<file path="config.mk">
export PLATFORM = sky130hd
export DESIGN_NAME = fp_addsub_seq
export DESIGN_NICKNAME = d
export VERILOG_FILES = /design/src/rtl/fpa_pkg.sv /design/src/rtl/fpa_rshift_sticky.sv /design/src/rtl/fpa_lzc.sv /design/src/rtl/fpa_rne.sv /design/src/rtl/fp_addsub_seq.sv
export SDC_FILE = /design/constraint.sdc
export NUM_CORES = 1
export LEC_CHECK = 0
export BUFFER_PORTS_ARGS = -buffer_cell sky130_fd_sc_hd__buf_2
export CAP_MARGIN = 20
export CORE_MARGIN = 4
export CORE_UTILIZATION = 57
export DETAILED_ROUTE_END_ITERATION = 10
export PLACE_DENSITY = 0.78
export SYNTH_ARGS = -nofsm -noshare
export SYNTH_HDL_FRONTEND = slang
export SYNTH_SLANG_ARGS = --single-unit
</file>
<file path="constraint.sdc">
create_clock -name clk -period 4.78 [get_ports clk]
set_clock_uncertainty 0.15 [all_clocks]
set_input_delay 0 -clock clk [delete_from_list [all_inputs] [get_ports clk]]
set_output_delay 0 -clock clk [all_outputs]
set_load 0.1 [all_outputs]
</file>
<file path="src/rtl/fpa_pkg.sv">
package fpa_pkg;
  typedef enum logic [2:0] {
    ST_IDLE  = 3'd0,
    ST_ZCHK  = 3'd1,
    ST_ALIGN = 3'd2,
    ST_ADD   = 3'd3,
    ST_NORM  = 3'd4,
    ST_ROUND = 3'd5,
    ST_FIN   = 3'd6
  } fpa_state_e;
endpackage

</file>
<file path="src/rtl/fpa_rshift_sticky.sv">
module fpa_rshift_sticky #(
  parameter int W  = 27,
  parameter int SW = 8
) (
  input  logic [W-1:0]  din,
  input  logic [SW-1:0] amt,
  output logic [W-1:0]  dout
);
  localparam int CW = $clog2(W + 1);

  logic [CW-1:0]  amt_c;
  logic [2*W-1:0] wide;

  // Distances at or beyond the width push every bit into the sticky half.
  always_comb begin
    if (amt >= SW'(W)) amt_c = CW'(W);
    else               amt_c = amt[CW-1:0];
    wide = {din, {W{1'b0}}} >> amt_c;
    dout = {wide[2*W-1:W+1], wide[W] | (|wide[W-1:0])};
  end
endmodule

</file>
<file path="src/rtl/fpa_lzc.sv">
module fpa_lzc #(
  parameter int W  = 27,
  parameter int CW = $clog2(W + 1)
) (
  input  logic [W-1:0]  din,
  output logic [CW-1:0] count
);
  // The highest set bit is visited last in the loop, so its count is kept.
  always_comb begin
    count = CW'(W);
    for (int i = 0; i < W; i++) begin
      if (din[i]) count = CW'(W - 1 - i);
    end
  end
endmodule

</file>
<file path="src/rtl/fpa_rne.sv">
module fpa_rne #(
  parameter int SIG_W = 24
) (
  input  logic [SIG_W+2:0] ext,
  output logic [SIG_W:0]   rounded
);
  logic keep_lsb, g_bit, r_bit, s_bit, bump;

  always_comb begin
    keep_lsb = ext[3];
    g_bit    = ext[2];
    r_bit    = ext[1];
    s_bit    = ext[0];
    bump     = g_bit & (r_bit | s_bit | keep_lsb);
    rounded  = {1'b0, ext[SIG_W+2:3]} + (SIG_W+1)'(bump);
  end
endmodule

</file>
<file path="src/rtl/fp_addsub_seq.sv">
module fp_addsub_seq #(
  parameter int EXP_W  = 8,
  parameter int FRAC_W = 23
) (
  input  logic                      clk,
  input  logic                      rst_n,
  input  logic                      start,
  input  logic                      sub_op,
  input  logic [EXP_W+FRAC_W:0]     a_in,
  input  logic [EXP_W+FRAC_W:0]     b_in,
  output logic                      busy,
  output logic                      done,
  output logic [EXP_W+FRAC_W:0]     result,
  output logic                      ovf,
  output logic                      unf
);
  import fpa_pkg::*;

  localparam int W      = EXP_W + FRAC_W + 1;
  localparam int SIG_W  = FRAC_W + 1;
  localparam int EXT_W  = SIG_W + 3;
  localparam int SUM_W  = EXT_W + 1;
  localparam int EW     = EXP_W + 2;
  localparam int LZ_W   = $clog2(EXT_W + 1);
  localparam logic signed [EW-1:0] EXP_TOP = EW'((1 << EXP_W) - 1);

  fpa_state_e state_q, state_d;

  logic [W-1:0]            op_a_q, op_b_q;
  logic                    sub_q;
  logic                    cap_en;
  logic                    sign_q, sign_d;
  logic signed [EW-1:0]    exp_q, exp_d;
  logic [EXT_W-1:0]        big_q, big_d, small_q, small_d;
  logic [EXP_W-1:0]        diff_q, diff_d;
  logic                    effsub_q, effsub_d;
  logic [SUM_W-1:0]        sum_q, sum_d;
  logic [EXT_W-1:0]        norm_q, norm_d;
  logic [W-1:0]            res_q, res_d;
  logic                    ovf_q, ovf_d, unf_q, unf_d;
  logic                    res_en;

  // Field views of the captured operands.
  logic [EXP_W-1:0]  a_exp, b_exp;
  logic [FRAC_W-1:0] a_frac, b_frac;
  logic              a_zero, b_zero, a_sign, b_sign_eff, a_ge;

  assign a_exp      = op_a_q[W-2 -: EXP_W];
  assign b_exp      = op_b_q[W-2 -: EXP_W];
  assign a_frac     = op_a_q[FRAC_W-1:0];
  assign b_frac     = op_b_q[FRAC_W-1:0];
  assign a_zero     = (a_exp == '0);
  assign b_zero     = (b_exp == '0);
  assign a_sign     = op_a_q[W-1];
  assign b_sign_eff = op_b_q[W-1] ^ sub_q;
  assign a_ge       = (op_a_q[W-2:0] >= op_b_q[W-2:0]);

  // Datapath helpers.
  logic [EXT_W-1:0] aligned;
  logic [LZ_W-1:0]  lz_cnt;
  logic [SIG_W:0]   rounded;

  fpa_rshift_sticky #(.W(EXT_W), .SW(EXP_W)) u_align (
    .din  (small_q),
    .amt  (diff_q),
    .dout (aligned)
  );

  fpa_lzc #(.W(EXT_W), .CW(LZ_W)) u_lzc (
    .din   (sum_q[EXT_W-1:0]),
    .count (lz_cnt)
  );

  fpa_rne #(.SIG_W(SIG_W)) u_rne (
    .ext     (norm_q),
    .rounded (rounded)
  );

  logic signed [EW-1:0] e_inc, e_dec, e_rnd;
  logic [FRAC_W-1:0]    frac_rnd;

  // Next-state and datapath process.
  always_comb begin
    state_d  = state_q;
    cap_en   = 1'b0;
    sign_d   = sign_q;
    exp_d    = exp_q;
    big_d    = big_q;
    small_d  = small_q;
    diff_d   = diff_q;
    effsub_d = effsub_q;
    sum_d    = sum_q;
    norm_d   = norm_q;
    res_en   = 1'b0;
    res_d    = res_q;
    ovf_d    = 1'b0;
    unf_d    = 1'b0;
    e_inc    = exp_q + EW'(1);
    e_dec    = exp_q - $signed(EW'(lz_cnt));
    e_rnd    = rounded[SIG_W] ? e_inc : exp_q;
    frac_rnd = rounded[SIG_W] ? rounded[SIG_W-1:1] : rounded[FRAC_W-1:0];

    unique case (state_q)
      ST_IDLE: begin
        if (start) begin
          cap_en  = 1'b1;
          state_d = ST_ZCHK;
        end
      end
      ST_ZCHK: begin
        if (a_zero) begin
          res_en  = 1'b1;
          res_d   = b_zero ? {b_sign_eff, {(W-1){1'b0}}}
                           : {b_sign_eff, op_b_q[W-2:0]};
          state_d = ST_FIN;
        end else if (b_zero) begin
          res_en  = 1'b1;
          res_d   = op_a_q;
          state_d = ST_FIN;
        end else begin
          effsub_d = a_sign ^ b_sign_eff;
          if (a_ge) begin
            sign_d  = a_sign;
            exp_d   = $signed({2'b00, a_exp});
            big_d   = {1'b1, a_frac, 3'b000};
            small_d = {1'b1, b_frac, 3'b000};
            diff_d  = a_exp - b_exp;
          end else begin
            sign_d  = b_sign_eff;
            exp_d   = $signed({2'b00, b_exp});
            big_d   = {1'b1, b_frac, 3'b000};
            small_d = {1'b1, a_frac, 3'b000};
            diff_d  = b_exp - a_exp;
          end
          state_d = ST_ALIGN;
        end
      end
      ST_ALIGN: begin
        small_d = aligned;
        state_d = ST_ADD;
      end
      ST_ADD: begin
        if (effsub_q) sum_d = {1'b0, big_q} - {1'b0, small_q};
        else          sum_d = {1'b0, big_q} + {1'b0, small_q};
        state_d = ST_NORM;
      end
      ST_NORM: begin
        if (sum_q == '0) begin
          res_en  = 1'b1;
          res_d   = '0;
          state_d = ST_FIN;
        end else if (sum_q[SUM_W-1]) begin
          if (e_inc >= EXP_TOP) begin
            res_en  = 1'b1;
            res_d   = {sign_q, {EXP_W{1'b1}}, {FRAC_W{1'b0}}};
            ovf_d   = 1'b1;
            state_d = ST_FIN;
          end else begin
            norm_d  = {sum_q[SUM_W-1:2], |sum_q[1:0]};
            exp_d   = e_inc;
            state_d = ST_ROUND;
          end
        end else if (e_dec <= 0) begin
          res_en  = 1'b1;
          res_d   = {sign_q, {(W-1){1'b0}}};
          unf_d   = 1'b1;
          state_d = ST_FIN;
        end else begin
          norm_d  = sum_q[EXT_W-1:0] << lz_cnt;
          exp_d   = e_dec;
          state_d = ST_ROUND;
        end
      end
      ST_ROUND: begin
        res_en = 1'b1;
        if (e_rnd >= EXP_TOP) begin
          res_d = {sign_q, {EXP_W{1'b1}}, {FRAC_W{1'b0}}};
          ovf_d = 1'b1;
        end else begin
          res_d = {sign_q, e_rnd[EXP_W-1:0], frac_rnd};
        end
        state_d = ST_FIN;
      end
      ST_FIN:  state_d = ST_IDLE;
      default: state_d = ST_IDLE;
    endcase
  end

  // Register process.
  always_ff @(posedge clk or negedge rst_n) begin
    if (!rst_n) begin
      state_q  <= ST_IDLE;
      op_a_q   <= '0;
      op_b_q   <= '0;
      sub_q    <= 1'b0;
      sign_q   <= 1'b0;
      exp_q    <= '0;
      big_q    <= '0;
      small_q  <= '0;
      diff_q   <= '0;
      effsub_q <= 1'b0;
      sum_q    <= '0;
      norm_q   <= '0;
      res_q    <= '0;
      ovf_q    <= 1'b0;
      unf_q    <= 1'b0;
    end else begin
      state_q  <= state_d;
      sign_q   <= sign_d;
      exp_q    <= exp_d;
      big_q    <= big_d;
      small_q  <= small_d;
      diff_q   <= diff_d;
      effsub_q <= effsub_d;
      sum_q    <= sum_d;
      norm_q   <= norm_d;
      if (cap_en) begin
        op_a_q <= a_in;
        op_b_q <= b_in;
        sub_q  <= sub_op;
        ovf_q  <= 1'b0;
        unf_q  <= 1'b0;
      end
      if (res_en) begin
        res_q <= res_d;
        ovf_q <= ovf_d;
        unf_q <= unf_d;
      end
    end
  end

  assign busy   = (state_q != ST_IDLE);
  assign done   = (state_q == ST_FIN);
  assign result = res_q;
  assign ovf    = ovf_q;
  assign unf    = unf_q;

  // Assertions next to the logic they guard.
  p_done_single_r2: assert property (@(posedge clk) disable iff (!rst_n)
    done |=> !done);

  p_done_idle_next_r2: assert property (@(posedge clk) disable iff (!rst_n)
    done |=> !busy);

  p_ops_held_r12: assert property (@(posedge clk) disable iff (!rst_n)
    (busy && !done) |=> ($stable(op_a_q) && $stable(op_b_q) && $stable(sub_q)));

  p_norm_top_bit_r7: assert property (@(posedge clk) disable iff (!rst_n)
    (state_q == ST_ROUND) |-> norm_q[EXT_W-1]);

  p_ovf_is_inf_r9: assert property (@(posedge clk) disable iff (!rst_n)
    (done && ovf) |-> (result[W-2:0] == {{EXP_W{1'b1}}, {FRAC_W{1'b0}}}));

  p_unf_is_zero_r10: assert property (@(posedge clk) disable iff (!rst_n)
    (done && unf) |-> (result[W-2:0] == '0));

  p_flags_exclusive_r9: assert property (@(posedge clk) disable iff (!rst_n)
    !(ovf && unf));

  p_align_bounded_r5: assert property (@(posedge clk) disable iff (!rst_n)
    (state_q == ST_ADD) |-> (small_q <= big_q));
endmodule

</file>
==> run metrics <==
#FFs+latches synth=228; Detail Placement HPWL=44300 um; Final ANT Viol Nets=0; DRC Markers=0; Setup-failing EPs final=0; FILL cells=2367; Area growth syn-to-layout=14.4%; largest net degree at the start of global routing=127; Yosys warning count=0; # port buffers=103; Hold Vio Cnt, Final=0; die area=0.0337 mm2; Post-Route WL=61300 um; synthesized area=0.0175 mm2; maxcap violations=0; Cell Rows=63; Synth top area share=32.5%; count of flip-flops with a built-in enable after synthesis=0; DRT met1 WL=24600 um; vias in the first global route=16.3k; Clock transition at path regs=0.06 ns; worst skew pair latency=0.55 ns; CTS tree=yes; Longest Clk Path Bufs=3; starting density of the core=58.4%; crit path time final=4.56 ns; cells after synthesis=2075; Critical Path Fanout Max=32; routed len/inst=23.7 um; status=completed; CP Capture Type=flip-flop; first-pass GRT wire length=95200 um; Least-Margin Pin Slew=1.05 ns; DRT iter0 DRCs=2052; leading area contributor after synthesis=dfrtp_1; Seq/Total Area, Yosys=32.5%; Synthesized Nets=2217; Core ar.=0.0300 mm2; Crit Path Category=flip-flop to flip-flop; Slew headroom=30.2%; routed via count=17.2k; antenna diode count=0; GPL Wtd Cong=1.05; ys async rst share=100%; top sig layer=met4; fin. max-slew vios=0; Critical Path RT=5.05 ns; fin util=66.8%; average cell area after synthesis=8.46 um2; Unique masters post-synth=88; total CTS buffers=27; DR WL met2=27600 um; Die Height=183 um; Startpoint Class=flip-flop; Post-CTS Setup Repair Bufs=0; met3 wire len=5530 um; overflow left after global routing=0; Vias/cell=6.63; layout cells sized above 1=14.2%; IO Pins=104; Max Freq=219 MHz; clk sinks=228; initial antenna violation count=0; endpoint arrival time on the critical path=4.83 ns; H-tree Lvls=1; Root Driver=clkbuf_16; Nets=2321; Synth Flop Type=dfrtp_1; all-layer global routing usage=35.7%; worst hold path class=input pin to flip-flop; Synth area leaders=dfrtp_1, mux2i_1, o21ai_0, ha_1, nand2_1; Final Cycle Share=95.5%; Die W=183 um; first-pass detailed-route iteration total=7
==> path summary, 6_finish.rpt <==
kind,start,endpoint,slack [ns],depth (start not counted)
hold reg to reg,norm_q[26],norm_q[26],0.34,1
min in group asynchronous,rst_n,sum_q[8],0.42,3
max in group asynchronous,rst_n,sum_q[10],2.70,4
hold / removal,b_in[27],op_b_q[27],0.04,4
setup / recovery,sum_q[26],result[22],0.22,18
setup reg to reg,sum_q[26],result[22],0.22,18
==> state kept, by name (all words and copies together), names as in the netlist, 3 cells and up <==
register	flops
state_q	3
small_q	27
exp_q	10
norm_q	27
big_q	24
op_a_q	32
result	32
sum_q	28
diff_q	8
op_b_q	32
==> layout make-up <==
| cell class | instances | area (um2) | area share (%) |
|---|---|---|---|
| Clock buffer | 32 | 714 | 3.56 |
| Multi-Input combinational cell | 1614 | 10900 | 54.6 |
| Clock inverter | 17 | 219 | 1.09 |
| Tap cell | 390 | 488 | 2.43 |
| Sequential cell | 228 | 5710 | 28.4 |
| Timing Repair Buffer | 229 | 1690 | 8.44 |
| Inverter | 79 | 297 | 1.48 |
==> timing repair <==
item,4_1_cts,5_1_grt
resized for setup,0,7
hold buffers,71,0
setup endpoints to repair,0,52
endpoints found under the hold margin,170,0
==> metal layers <==
metal / up-vias / track usage, %
li1: 7739 / -
met1: 8283 / 49.4
met2: 976 / 55.8
met3: 179 / 5.50
met4: 0 / 15.9
met5: - / 0
==> cell usage in the layout (no fill, tap or decap), types with 7 or more instances in the layout <==
cell type and n:
and3_1 32, a31oi_1 30, dfrtp_1 227, o211ai_1 11, mux2_2 45, o21ai_0 189, a2bb2oi_1 9, a21o_1 19
inv_1 76, nor2_1 152, mux4_2 22, nor2b_1 14, nor4_1 23, a211oi_1 24, a211o_1 7, nand3_1 57
and2_1 14, buf_2 102, nand2_1 231, mux2i_1 114, o22ai_1 9, a22oi_1 8, nand2b_1 23, nand4_1 19
clkbuf_16 27, a21oi_1 166, o31ai_1 10, or3_1 10, o21a_1 28, nor3_1 34, buf_4 51, ha_1 71
xor2_1 39, o221ai_1 13, a22o_1 11, o22a_1 16, xnor2_1 53, dlygate4sd3_1 71
==> cell families after synthesis <==
logic type               after synthesis  synth area share, %
AND/OR/NAND/NOR                      650                 17.6
buffers and inverters                233                 5.55
AO/OA/AOI/OAI                        616                 22.0
multiplexers                         182                 12.3
adder cells (fa/ha/maj)               74                 5.40
flip-flops                           228                 32.5
XOR/XNOR                              92                 4.59
==> synthesized netlist by cell type, types with 14 or more instances <==
cell type    n
xor2_1      39
mux4_2      22
inv_1       76
xnor2_1     53
mux2i_1    114
and3_1      32
ha_1        71
nor4_1      23
o21a_1      28
o22a_1      16
nand4_1     19
a31oi_1     31
nor2b_1     15
nand2b_1    23
a21o_1      19
and2_1      14
nand2_1    231
nor3_1      36
buf_2       31
clkbuf_1   103
nor2_1     154
mux2_2      45
nand3_1     58
dfrtp_1    228
a21oi_1    166
a211oi_1    24
o21ai_0    189
==> critical path, cell delays in order, from the launching register on <==
cell	delay [ns]
dfrtp_1	0.45
buf_4	0.20
nor4_1	0.24
buf_4	0.19
nand2_1	0.06
buf_4	0.18
nor2_1	0.28
inv_1	0.15
ha_1	0.26
or4_1	0.46
nor2_1	0.11
inv_1	0.06
or3_1	0.30
a21oi_1	0.40
nand3b_1	0.25
o31a_2	0.20
buf_12	0.20
mux2i_1	0.22
nand2_1	0.07
==> stage by stage <==
stage | setup WS, ns | hold WS (ns) | cell area, um2 | TNS (ns) | cells
6_report | 0.217 | 0.0439 | 20100 | 0 | 2589
5_1_grt | -0.0409 | 0.0787 | 20100 | -0.0766 | 2589
4_1_cts | 0.146 | 0.0254 | 20000 | 0 | 2589
3_5_place_dp | 0.156 | -0.0558 | 18400 | 0 | 2469
3_3_place_gp | 0.249 | -0.0605 | 18400 | 0 | 2468
2_1_floorplan | 0.301 | -0.446 | 17500 | 0 | 2075
Power is left out: the tool's default activity adds up to more than one toggle a clock period on the data nets, which glitch-free logic cannot reach.
